### src/rtl/ecc_thr_pkg.sv
`timescale 1ns/1ps
package ecc_thr_pkg;
    localparam int CNT_W        = 8;
    localparam int DATA_W       = 32;
    localparam int ADDR_W       = 12;
    localparam int CNT_LSB      = 8;
    localparam int OFF_MAIN_BIT = 0;
    localparam int OFF_DF_BIT   = 1;
    localparam logic [ADDR_W-1:0] CTRL_ADDR = 12'h080;

    typedef struct packed {
        logic [CNT_W-1:0] start;
        logic             off_df;
        logic             off_main;
    } ctrl_t;

    typedef struct packed {
        logic main;
        logic df;
    } sec_t;

    function automatic logic [DATA_W-1:0] pack_ctrl(ctrl_t c);
        logic [DATA_W-1:0] w;
        w = '0;
        w[CNT_LSB +: CNT_W] = c.start;
        w[OFF_DF_BIT]       = c.off_df;
        w[OFF_MAIN_BIT]     = c.off_main;
        return w;
    endfunction

    // Disable bits only accumulate; the count field is replaced.
    function automatic ctrl_t merge_write(ctrl_t cur, logic [DATA_W-1:0] wd);
        ctrl_t n;
        n.start    = wd[CNT_LSB +: CNT_W];
        n.off_df   = cur.off_df   | wd[OFF_DF_BIT];
        n.off_main = cur.off_main | wd[OFF_MAIN_BIT];
        return n;
    endfunction
endpackage

### src/rtl/ecc_thr_regs.sv
`timescale 1ns/1ps
module ecc_thr_regs
    import ecc_thr_pkg::*;
(
    input  logic              clk,
    input  logic              rst,
    input  logic              wr_hit,
    input  logic [DATA_W-1:0] wdata,
    output ctrl_t             ctrl_q
);
    always_ff @(posedge clk) begin
        if (rst)         ctrl_q <= '0;
        else if (wr_hit) ctrl_q <= merge_write(ctrl_q, wdata);
    end


    off_main_sticky_chk: assert property (@(posedge clk) disable iff (rst)
        ctrl_q.off_main |=> ctrl_q.off_main);

    off_df_sticky_chk: assert property (@(posedge clk) disable iff (rst)
        ctrl_q.off_df |=> ctrl_q.off_df);
endmodule

### src/rtl/ecc_thr_gate.sv
`timescale 1ns/1ps
module ecc_thr_gate
    import ecc_thr_pkg::*;
(
    input  sec_t  sec_in,
    input  ctrl_t ctrl,
    output logic  evt
);
    sec_t live;
    always_comb begin
        live.main = sec_in.main & ~ctrl.off_main;
        live.df   = sec_in.df   & ~ctrl.off_df;
        evt       = |live;
    end


    gate_off_chk: assert final ((ctrl.off_main && ctrl.off_df) -> !evt);
endmodule

### src/rtl/ecc_thr_counter.sv
`timescale 1ns/1ps
module ecc_thr_counter
    import ecc_thr_pkg::*;
#(
    parameter int W = CNT_W
) (
    input  logic         clk,
    input  logic         rst,
    input  logic         load,
    input  logic [W-1:0] load_val,
    input  logic         evt,
    input  logic         clr,
    output logic         flag
);
    logic [W-1:0] cnt;
    logic         at_zero;
    logic         set_cond;

    always_comb begin
        at_zero  = (cnt == '0);
        set_cond = evt && !load && at_zero;
    end

    always_ff @(posedge clk) begin
        if (rst) begin
            cnt  <= '0;
            flag <= 1'b0;
        end else begin
            if (load)                cnt <= load_val;
            else if (evt && !at_zero) cnt <= cnt - 1'b1;
            if (set_cond)            flag <= 1'b1;
            else if (clr)            flag <= 1'b0;
        end
    end


    cnt_no_wrap_chk: assert property (@(posedge clk) disable iff (rst)
        (!load && cnt == '0) |=> cnt == '0);

    load_wins_chk: assert property (@(posedge clk) disable iff (rst)
        load |=> cnt == $past(load_val));

    flag_set_chk: assert property (@(posedge clk) disable iff (rst)
        (evt && !load && cnt == '0) |=> flag);

    flag_hold_chk: assert property (@(posedge clk) disable iff (rst)
        (flag && !clr) |=> flag);
endmodule

### src/rtl/ecc_thr_ctrl.sv
`timescale 1ns/1ps
module ecc_thr_ctrl
    import ecc_thr_pkg::*;
(
    input  logic              clk,
    input  logic              rst,
    input  logic [ADDR_W-1:0] bus_addr,
    input  logic              bus_we,
    input  logic [DATA_W-1:0] bus_wdata,
    output logic [DATA_W-1:0] bus_rdata,
    input  logic              wr_prot,
    input  logic              sec_main,
    input  logic              sec_dflash,
    input  logic              irq_clr,
    output logic              sec_irq,
    output logic              ecc_off_main,
    output logic              ecc_off_dflash
);
    logic  sel;
    logic  wr_hit;
    logic  evt;
    ctrl_t ctrl_q;
    sec_t  sec_in;

    always_comb begin
        sel          = (bus_addr == CTRL_ADDR);
        wr_hit       = sel && bus_we && !wr_prot;
        sec_in.main  = sec_main;
        sec_in.df    = sec_dflash;
        bus_rdata    = sel ? pack_ctrl(ctrl_q) : '0;
        ecc_off_main   = ctrl_q.off_main;
        ecc_off_dflash = ctrl_q.off_df;
    end

    ecc_thr_regs u_regs (
        .clk    (clk),
        .rst    (rst),
        .wr_hit (wr_hit),
        .wdata  (bus_wdata),
        .ctrl_q (ctrl_q)
    );

    ecc_thr_gate u_gate (
        .sec_in (sec_in),
        .ctrl   (ctrl_q),
        .evt    (evt)
    );

    ecc_thr_counter #(.W(CNT_W)) u_cnt (
        .clk      (clk),
        .rst      (rst),
        .load     (wr_hit),
        .load_val (bus_wdata[CNT_LSB +: CNT_W]),
        .evt      (evt),
        .clr      (irq_clr),
        .flag     (sec_irq)
    );


    prot_hold_chk: assert property (@(posedge clk) disable iff (rst)
        wr_prot |=> $stable(ctrl_q));

    other_addr_chk: assert property (@(posedge clk) disable iff (rst)
        (bus_addr != CTRL_ADDR) |=> $stable(ctrl_q));
endmodule

### config.mk
export PLATFORM = sky130hd
export DESIGN_NAME = ecc_thr_ctrl
export DESIGN_NICKNAME = d
export VERILOG_FILES = /design/src/rtl/ecc_thr_pkg.sv /design/src/rtl/ecc_thr_regs.sv /design/src/rtl/ecc_thr_gate.sv /design/src/rtl/ecc_thr_counter.sv /design/src/rtl/ecc_thr_ctrl.sv
export SDC_FILE = /design/constraint.sdc
export NUM_CORES = 1
export LEC_CHECK = 0
export BUFFER_PORTS_ARGS = -buffer_cell sky130_fd_sc_hd__buf_4
export CORE_AREA = 3 3 59 61
export CTS_CLUSTER_DIAMETER = 50
export DETAILED_ROUTE_END_ITERATION = 8
export DIE_AREA = 0 0 62 64
export PLACE_DENSITY_LB_ADDON = 0.05
export RECOVER_POWER = 50
export SLEW_MARGIN = 15
export SYNTH_ARGS = -nofsm -noshare
export SYNTH_HDL_FRONTEND = slang
export SYNTH_SLANG_ARGS = --single-unit
### constraint.sdc
create_clock -name clk -period 2.1 [get_ports clk]
set_input_delay 0.21 -clock clk [delete_from_list [all_inputs] [get_ports clk]]
set_output_delay 0.21 -clock clk [all_outputs]
set_load 0.02 [all_outputs]
==> results of run 1 <==
-- worst max-delay path, cell delays in order (launching register included) --
cell and delay [ps]:
dfxtp_1 350, inv_1 120, ha_1 190, or3b_2 470
o22ai_2 180, mux2_2 350, o22ai_1 150
-- flip-flops by register name, indices dropped and copies added (netlist names) --
signal         flops
u_cnt.cnt          8
u_cnt.flag         1
u_regs.ctrl_q     10
-- cell usage in the layout (no fill, tap or decap), types with 2 or more instances in the layout --
| cell | instances |
|---|---|
| o21bai_1 | 2 |
| inv_1 | 3 |
| and2_1 | 10 |
| nor2b_1 | 3 |
| clkbuf_1 | 3 |
| buf_4 | 38 |
| dfxtp_1 | 19 |
| o21ai_0 | 4 |
| mux2i_1 | 2 |
| nor4b_1 | 2 |
| nor4_1 | 5 |
| or3b_2 | 2 |
| conb_1 | 22 |
| ha_1 | 2 |
| nand2_1 | 21 |
| a31oi_1 | 2 |
| a21oi_1 | 12 |
| a211oi_1 | 3 |
| nand2b_1 | 3 |
| nand4_1 | 2 |
| clkbuf_4 | 4 |
| nor2_1 | 10 |
-- layer usage --
layer | GRT usage (%) | up-vias
met1 | 16.5 | 545
li1 | - | 572
met3 | 2.02 | 5
met5 | 0 | -
met4 | 6.63 | 0
met2 | 26.0 | 64
-- path summary, 6_finish.rpt --
path,endpoint,slack (ps),cells past startpoint
setup / recovery,u_cnt.cnt[1],230,6
setup reg to reg,u_cnt.cnt[1],230,6
hold reg to reg,u_regs.ctrl_q[2],450,2
hold / removal,u_regs.ctrl_q[0],120,3
-- through the flow --
| stage | setup WS [ps] | power, mW | util [%] | std cells | hold WS [ps] |
|---|---|---|---|---|---|
| 4_1_cts | 149 | 1.35 | 50.0 | 237 | 122 |
| 6_report | 227 | 1.35 | 49.9 | 237 | 123 |
| 3_5_place_dp | 180 | 1.15 | 49.1 | 233 | 439 |
| 3_3_place_gp | 220 | 1.14 | 49.1 | 233 | 437 |
| 2_1_floorplan | 322 | 1.03 | - | 174 | 350 |
| 5_1_grt | 78.3 | 1.44 | 49.9 | 237 | 139 |
-- power by group through the flow --
stage / combinational (mW) / sequential (mW) / clock [mW]
5_1_grt: 0.712 / 0.520 / 0.212
3_3_place_gp: 0.624 / 0.513 / 0
2_1_floorplan: 0.522 / 0.506 / 0
3_5_place_dp: 0.634 / 0.515 / 0
6_report: 0.645 / 0.511 / 0.190
4_1_cts: 0.640 / 0.508 / 0.198
-- final cells by class --
type,instances,area (um2),area share [%]
tap,44,55.1,3.65
inverter,3,11.3,0.746
multi-input combinational,125,732,48.5
clock inverter,1,5.00,0.331
sequential,19,380,25.2
timing repair buffer,42,304,20.1
clock buffer,3,22.5,1.49
-- timing repair --
action                     in CTS  in global routing
setup endpoints to repair       0                  1
hold buffers                    0                  0
gates resized for setup         0                  1
-- kinds of logic after synthesis --
kind of cell / count (synthesis) / synth area share, %
flops: 19 / 31.1
compound gates: 32 / 18.5
xor+xnor: 1 / 0.717
other cells: 1 / 0.307
buf+inv: 30 / 16.0
mux: 3 / 2.56
fa+ha+maj: 2 / 2.05
simple gates: 65 / 28.8
==> out/metrics.cfg, run 1 <==
[drt]
dr.first_iter.drc_count=22
wl_met3_um=235
firstDrtPassIters=4
vias=1186
routed.top_layer=met4
via_per_inst=5.00
wl_per_cell_um=12.2
drc_errors=0
drt-total-wl_um=2890
wl_met2_um=1430
wl_met1_um=1180
ant_nets=0

[timing]
min_period_ps=1870
hold_viol_final=0
rsz0062_at_grt=no
max_freq_ghz=0.534
fin_skew_ps=9.14
slew_viol_final=0
finalSetupViolCount=0
setup_tns_ps=0
post-route-period-util_pct=89.2

[synth]
yosys_warnings=0
async_reset_ff_share_pct=0
yosys-top-cells-count=22 x buf_4, 21 x nand2_1, 19 x dfxtp_1
synth_area_per_cell_um2=7.99
netlist_area_um2=1220
yosysMostFrequentCell=buf_4
ys_top_cells_by_area=dfxtp_1 31%, buf_4 14%, nand2_1 6.4%
synth_top_area_cell=dfxtp_1
synth_top_flop_cell=dfxtp_1
synthesis.instances=153
ys_ff_latch=19
synth.yosys.seq_area_share_pct=31.1
synth_cell_type_count=38
synth.top_cell.area_share_pct=31.1
synth_edf_count=0

[global_route]
grt_pass1_vias=1087
grt_max_degree=22
grt_antenna_before_repair=0
grt_pass1_wl_um=4450
grt_overflow=0
grt_usage_pct=14.7

[critical_path]
setup.worst_path.start=u_cnt.cnt[0]
timing_worst_setup_path_type=reg2reg
arrival_ps=2110
timing.rr.start=u_cnt.cnt[0]
crit_fanout=3
cp_data_required_time_ps=2330
critPathCaptureType=flip-flop
worstSetupStartpointType=flip-flop

[clock_tree]
clock_sinks=19
numCtsBuffers=3
clockBufferDepth=2
tritoncts=built
h-tree-depth=1
cts_root_buf=clkbuf_4
insertion_delay_ps=310
clk_pin_slew_ps=120
cts_post_setup_buffers_inserted=0

[min_path]
worstHoldStart=bus_wdata[0]
min_path_type=in2reg

[floorplan]
die_y_um=64
start_util_pct=40.4
dieWidth_um=62
io-pin-count=86
dieArea_um2=3970
core_um2=3030
rows=20

[cells_and_area]
stdcell_area_um2=1510
final_nets=247
syn_to_final_growth_pct=23.5
diodes=0
drive_above_1_share_pct=27.5
fillCellCount=309

[job]
drv_cap=0

[pwr]
clkPwrFrac_pct=14.1
net-switching-power_mw=0.523
comb_power_share_pct=47.9
internal-power_mw=0.823
swShare_pct=38.9
pwr-share-seq_pct=38.0
powerDensity_nw_per_um2=891
vdd_ir_drop_max_mv=0.341
leakage_nw=0.648

[placement]
hpwl_um=2250
io_buffers=41
gp_congestion=0.814
placed_area_um2=1490

[run_status]
run_status=finished clean

Note: power is estimated with default switching activity, not from simulation.
==> inputs of run 2 (changes only) <==
CORE_AREA = 2 2 58 60   (was 3 3 59 61)
DIE_AREA = 0 0 60 62   (was 0 0 62 64)
==> run 2 against run 1 <==
Critical path depth unchanged; critical endpoint unchanged; cell count is 0.84% higher; via count is 4.3% lower; largest cell class unchanged; highest routed layer unchanged; total power is 1.6% lower; clock-buffer cell count is 1 higher; clock skew is 8.2 ps lower; hold slack improved by 21 ps; die area is 6.3% lower; global-route usage up 2.0 points.
==> out/metrics.cfg, run 2 (synthesis gave the netlist of run 1 again) <==
[run_status]
run_status=finished clean

[global_route]
grt_max_degree=22
grt_pass1_vias=1045
grt_antenna_before_repair=0
grt_pass1_wl_um=4730
grt_usage_pct=16.7
grt_overflow=0

[pwr]
power_mw=1.32
leakage_nw=0.643
vdd_ir_drop_max_mv=0.324
powerDensity_nw_per_um2=880

[drt]
dr.first_iter.drc_count=80
drt-total-wl_um=2890
wl_per_cell_um=12.1
ant_nets=0
firstDrtPassIters=4
via_per_inst=4.75
vias=1135
drc_errors=0

[critical_path]
critPathBufInv=1
cp_data_required_time_ps=2320
path_cells=inv_1 -> ha_1 -> or3b_2 -> o22ai_1 -> mux2_2 -> o22ai_1
slowest_stage=or3b_2
critPathMaxStageDelay_ps=480
cp.depth=6
crit_family=simple AND/OR/NAND/NOR gates
timing_worst_setup_path_type=reg2reg
worstSetupStartpointType=flip-flop
r2r_cells=6
crit_fanout=3
critPathCaptureType=flip-flop
cpMostUsedCell=o22ai_1
arrival_ps=2190

[cells_and_area]
drive_above_1_share_pct=26.4
layout_common_cells=38 x buf_4, 22 x conb_1, 21 x nand2_1, 19 x dfxtp_1, 12 x a21oi_1
layout_commonest_cell=buf_4
largest_registers=u_regs.ctrl_q (10), u_cnt.cnt (8), u_cnt.flag (1)
final_nets=247
syn_to_final_growth_pct=23.1
largest_reg_flops=10
fillCellCount=329
largest_register=u_regs.ctrl_q
diodes=0

[floorplan]
die_y_um=62
core_um2=3180
io-pin-count=86
dieArea_um2=3720
dieWidth_um=60
rows=21
start_util_pct=38.4

[clock_tree]
h-tree-depth=1
cts_post_setup_buffers_inserted=0
hold_buffers=0
cts_root_buf=clkbuf_4
clk_pin_slew_ps=100
clockBufferDepth=2
post_cts_resized=0
numCtsBuffers=3
clock_sinks=19
insertion_delay_ps=280
tritoncts=built

[timing]
slew_viol_final=0
max_freq_ghz=0.509
fin_skew_ps=0.976
worst_slew_pin_slew_ps=489
hold_viol_final=0
finalSetupViolCount=0
rsz0062_at_grt=no
min_period_ps=1960
setup_tns_ps=0
post-route-period-util_pct=93.5
slew_headroom_pct=67.1

[placement]
gp_congestion=0.816
hpwl_um=2220
io_buffers=41

[min_path]
min_path_type=in2reg
worstHoldPathCells=3

[job]
drv_cap=0

==> run 2: cell count changes in the layout (fill, tap and decap cells not counted), sizes merged <==
cell and change:
clkinv -1, clkbuf +1
==> run 2: metal layers <==
| metal | vias to the layer above | routed length [um] | track usage [%] |
|---|---|---|---|
| met5 | - | 0 | 0 |
| met4 | 0 | 33 | 5.71 |
| met3 | 4 | 127 | 1.86 |
| met2 | 27 | 1410 | 26.1 |
| met1 | 531 | 1310 | 23.8 |
| li1 | 573 | - | - |
==> run 2: stage by stage <==
| stage | instance area, um2 | utilization [%] | hold slack (ps) | instances | setup WS, ps |
|---|---|---|---|---|---|
| after global routing | 1510 | 47.3 | 135 | 239 | 15.5 |
| after detailed placement | 1490 | 46.9 | 440 | 235 | 142 |
| final | 1510 | 47.3 | 144 | 239 | 137 |
| after global placement | 1490 | 46.9 | 435 | 235 | 202 |
| after floorplan | 1300 | - | 350 | 174 | 322 |
| after CTS | 1520 | 47.7 | 132 | 239 | 125 |
==> run 2: cell type report <==
| cell class | instances | area, um2 | share of cell area, % |
|---|---|---|---|
| Clock buffer | 4 | 26.3 | 1.75 |
| Tap cell | 46 | 57.6 | 3.82 |
| Multi-Input combinational cell | 125 | 726 | 48.2 |
| Timing Repair Buffer | 42 | 304 | 20.2 |
| Sequential cell | 19 | 380 | 25.3 |
| Inverter | 3 | 11.3 | 0.748 |
==> run 2: final timing paths <==
path / startpoint / endpoint / slack [ps]
min: bus_wdata[0] / u_regs.ctrl_q[0] / 140
max reg2reg: u_cnt.cnt[0] / u_cnt.cnt[1] / 140
min reg2reg: u_regs.ctrl_q[4] / u_regs.ctrl_q[4] / 460
max: u_cnt.cnt[0] / u_cnt.cnt[1] / 140
==> run 2: worst register-to-register path: cells and delay by family (launching register included) <==
family | cells | cell delay (ps)
buf+inv | 1 | 120
fa+ha+maj | 1 | 200
compound gates | 2 | 400
simple gates | 1 | 480
flops | 1 | 340
mux | 1 | 370
==> run 2: power by group <==
part	leakage [nW]	total, mW	switching, mW	internal (mW)
registers	0.155	0.507	0.0765	0.430
logic	0.473	0.637	0.323	0.314
clock network	0.0150	0.180	0.106	0.0737
==> inputs of run 3 (changes only) <==
CORE_AREA = 2 2 48 72   (was 2 2 58 60)
CTS_CLUSTER_SIZE = 24   (was default)
DIE_AREA = 0 0 50 74   (was 0 0 60 62)
==> run 3 against run 2 <==
Combinational power about the same; clock skew up 0.56 ps; register-to-register slack lost 20 ps; first-iteration DRC count down 65%; total power up 5.0%; final area grew 0.83%; critical endpoint unchanged; die area down 0.54%; cell count fell by 2.5%; fmax fell by 1.2%; largest power group unchanged.
==> out/metrics.cfg, run 3 (synthesis gave the netlist of run 1 again) <==
[clock_tree]
post_cts_resized=0
tritoncts=built
clockBufferDepth=2
h-tree-depth=1
cts_root_buf=clkbuf_8
cts_post_setup_buffers_inserted=0
insertion_delay_ps=250
clk_pin_slew_ps=70
numCtsBuffers=3
clock_sinks=19
hold_buffers=0

[timing]
slew_headroom_pct=65.8
worst_slew_pin_slew_ps=509
slew_viol_final=0
finalSetupViolCount=0
fin_skew_ps=1.53
rsz0062_at_grt=no
max_freq_ghz=0.503
worst_slack_ps=112
post-route-period-util_pct=94.7
setup_tns_ps=0
hold-worst-slack_ps=182
hold_viol_final=0
min_period_ps=1990

[global_route]
grt.met2_usage_pct=30.6
grt_max_degree=22
use_met1_pct=19.8
busiest_layer=met2
grt_pass1_wl_um=4870
grt_overflow=0
grt_pass1_vias=1090
grt_usage_pct=17.2
grtUsageMet3_pct=2.21
grt_antenna_before_repair=0

[critical_path]
setup.worst_path.start=u_cnt.cnt[0]
critPathMaxStageDelay_ps=480
cp_data_required_time_ps=2290
timing_worst_setup_path_type=reg2reg
crit_fanout=3
timing.rr.start=u_cnt.cnt[0]
crit_family=simple AND/OR/NAND/NOR gates
slowest_stage=or3b_2
arrival_ps=2180
critPathBufInv=1
cpMostUsedCell=o22ai_1
critPathCaptureType=flip-flop
worstSetupStartpointType=flip-flop
path_cells=inv_1 -> ha_1 -> or3b_2 -> o22ai_1 -> mux2_2 -> o22ai_1

[drt]
firstDrtPassIters=4
ant_nets=0
via_per_inst=4.82
drt-total-wl_um=2960
drc_errors=0
dr.first_iter.drc_count=28
wl_per_cell_um=12.7
vias=1122

[floorplan]
start_util_pct=39.5
dieWidth_um=50
die_y_um=74
core_um2=3100
rows=25
io-pin-count=86
dieArea_um2=3700

[pwr]
powerDensity_nw_per_um2=916
leakage_nw=0.653
power_mw=1.39
vdd_ir_drop_max_mv=0.365

[cells_and_area]
largest_reg_flops=10
fillCellCount=341
final_nets=247
layout_common_cells=38 x buf_4, 22 x conb_1, 21 x nand2_1, 19 x dfxtp_1, 12 x a21oi_1
layout_commonest_cell=buf_4
largest_registers=u_regs.ctrl_q (10), u_cnt.cnt (8), u_cnt.flag (1)
largest_register=u_regs.ctrl_q
stdcell_area_um2=1520
drive_above_1_share_pct=26.9
diodes=0
final_util_pct=49.0
syn_to_final_growth_pct=24.2
seqCellArea_um2=380
multiInputGateArea_um2=726
fin_cells=233

[placement]
placed_area_um2=1480
io_buffers=41
gp_congestion=0.841
post-place-ws_ps=131
hpwl_um=2320
dp.cells=229

[run_status]
run_status=finished clean

[min_path]
worstHoldStart=bus_wdata[1]
min_path_type=in2reg

[job]
drv_cap=0

-- run 3: changes by cell type in the layout (fill, tap and decap cells not counted) --
cell,previous run,this run
clkbuf_1,4,3
clkbuf_4,4,1
clkinv_2,0,1
clkbuf_8,0,3
-- run 3: where the power goes --
group / internal, mW / switching [mW] / leakage [nW]
clock network: 0.132 / 0.121 / 0.0255
logic: 0.315 / 0.320 / 0.473
registers: 0.431 / 0.0722 / 0.155
total: 0.877 / 0.513 / 0.653
-- run 3: area by class of cell --
class                      instances  share of cell area, %
multi-input combinational        125                   47.8
sequential                        19                   25.1
timing repair buffer              42                   20.0
tap                               40                   3.30
clock buffer                       3                   2.72
inverter                           3                  0.742
clock inverter                     1                  0.330
-- run 3: path summary, 6_finish.rpt --
path	endpoint	slack [ps]	cells past startpoint
worst max-delay path	u_cnt.cnt[1]	110	6
worst min-delay path	u_regs.ctrl_q[1]	180	3
worst max register to register	u_cnt.cnt[1]	110	6
worst min register to register	u_regs.ctrl_q[5]	460	2
-- run 3: routing by layer --
layer,up-vias,share of wire (%)
li1,572,-
met1,522,40
met2,24,55
met3,4,3.6
met4,0,1.4
met5,-,0
-- run 3: worst register-to-register path, stage by stage (launching register included) --
cell	delay, ps
dfxtp_1	340
inv_1	120
ha_1	210
or3b_2	480
o22ai_1	260
mux2_2	370
o22ai_1	150
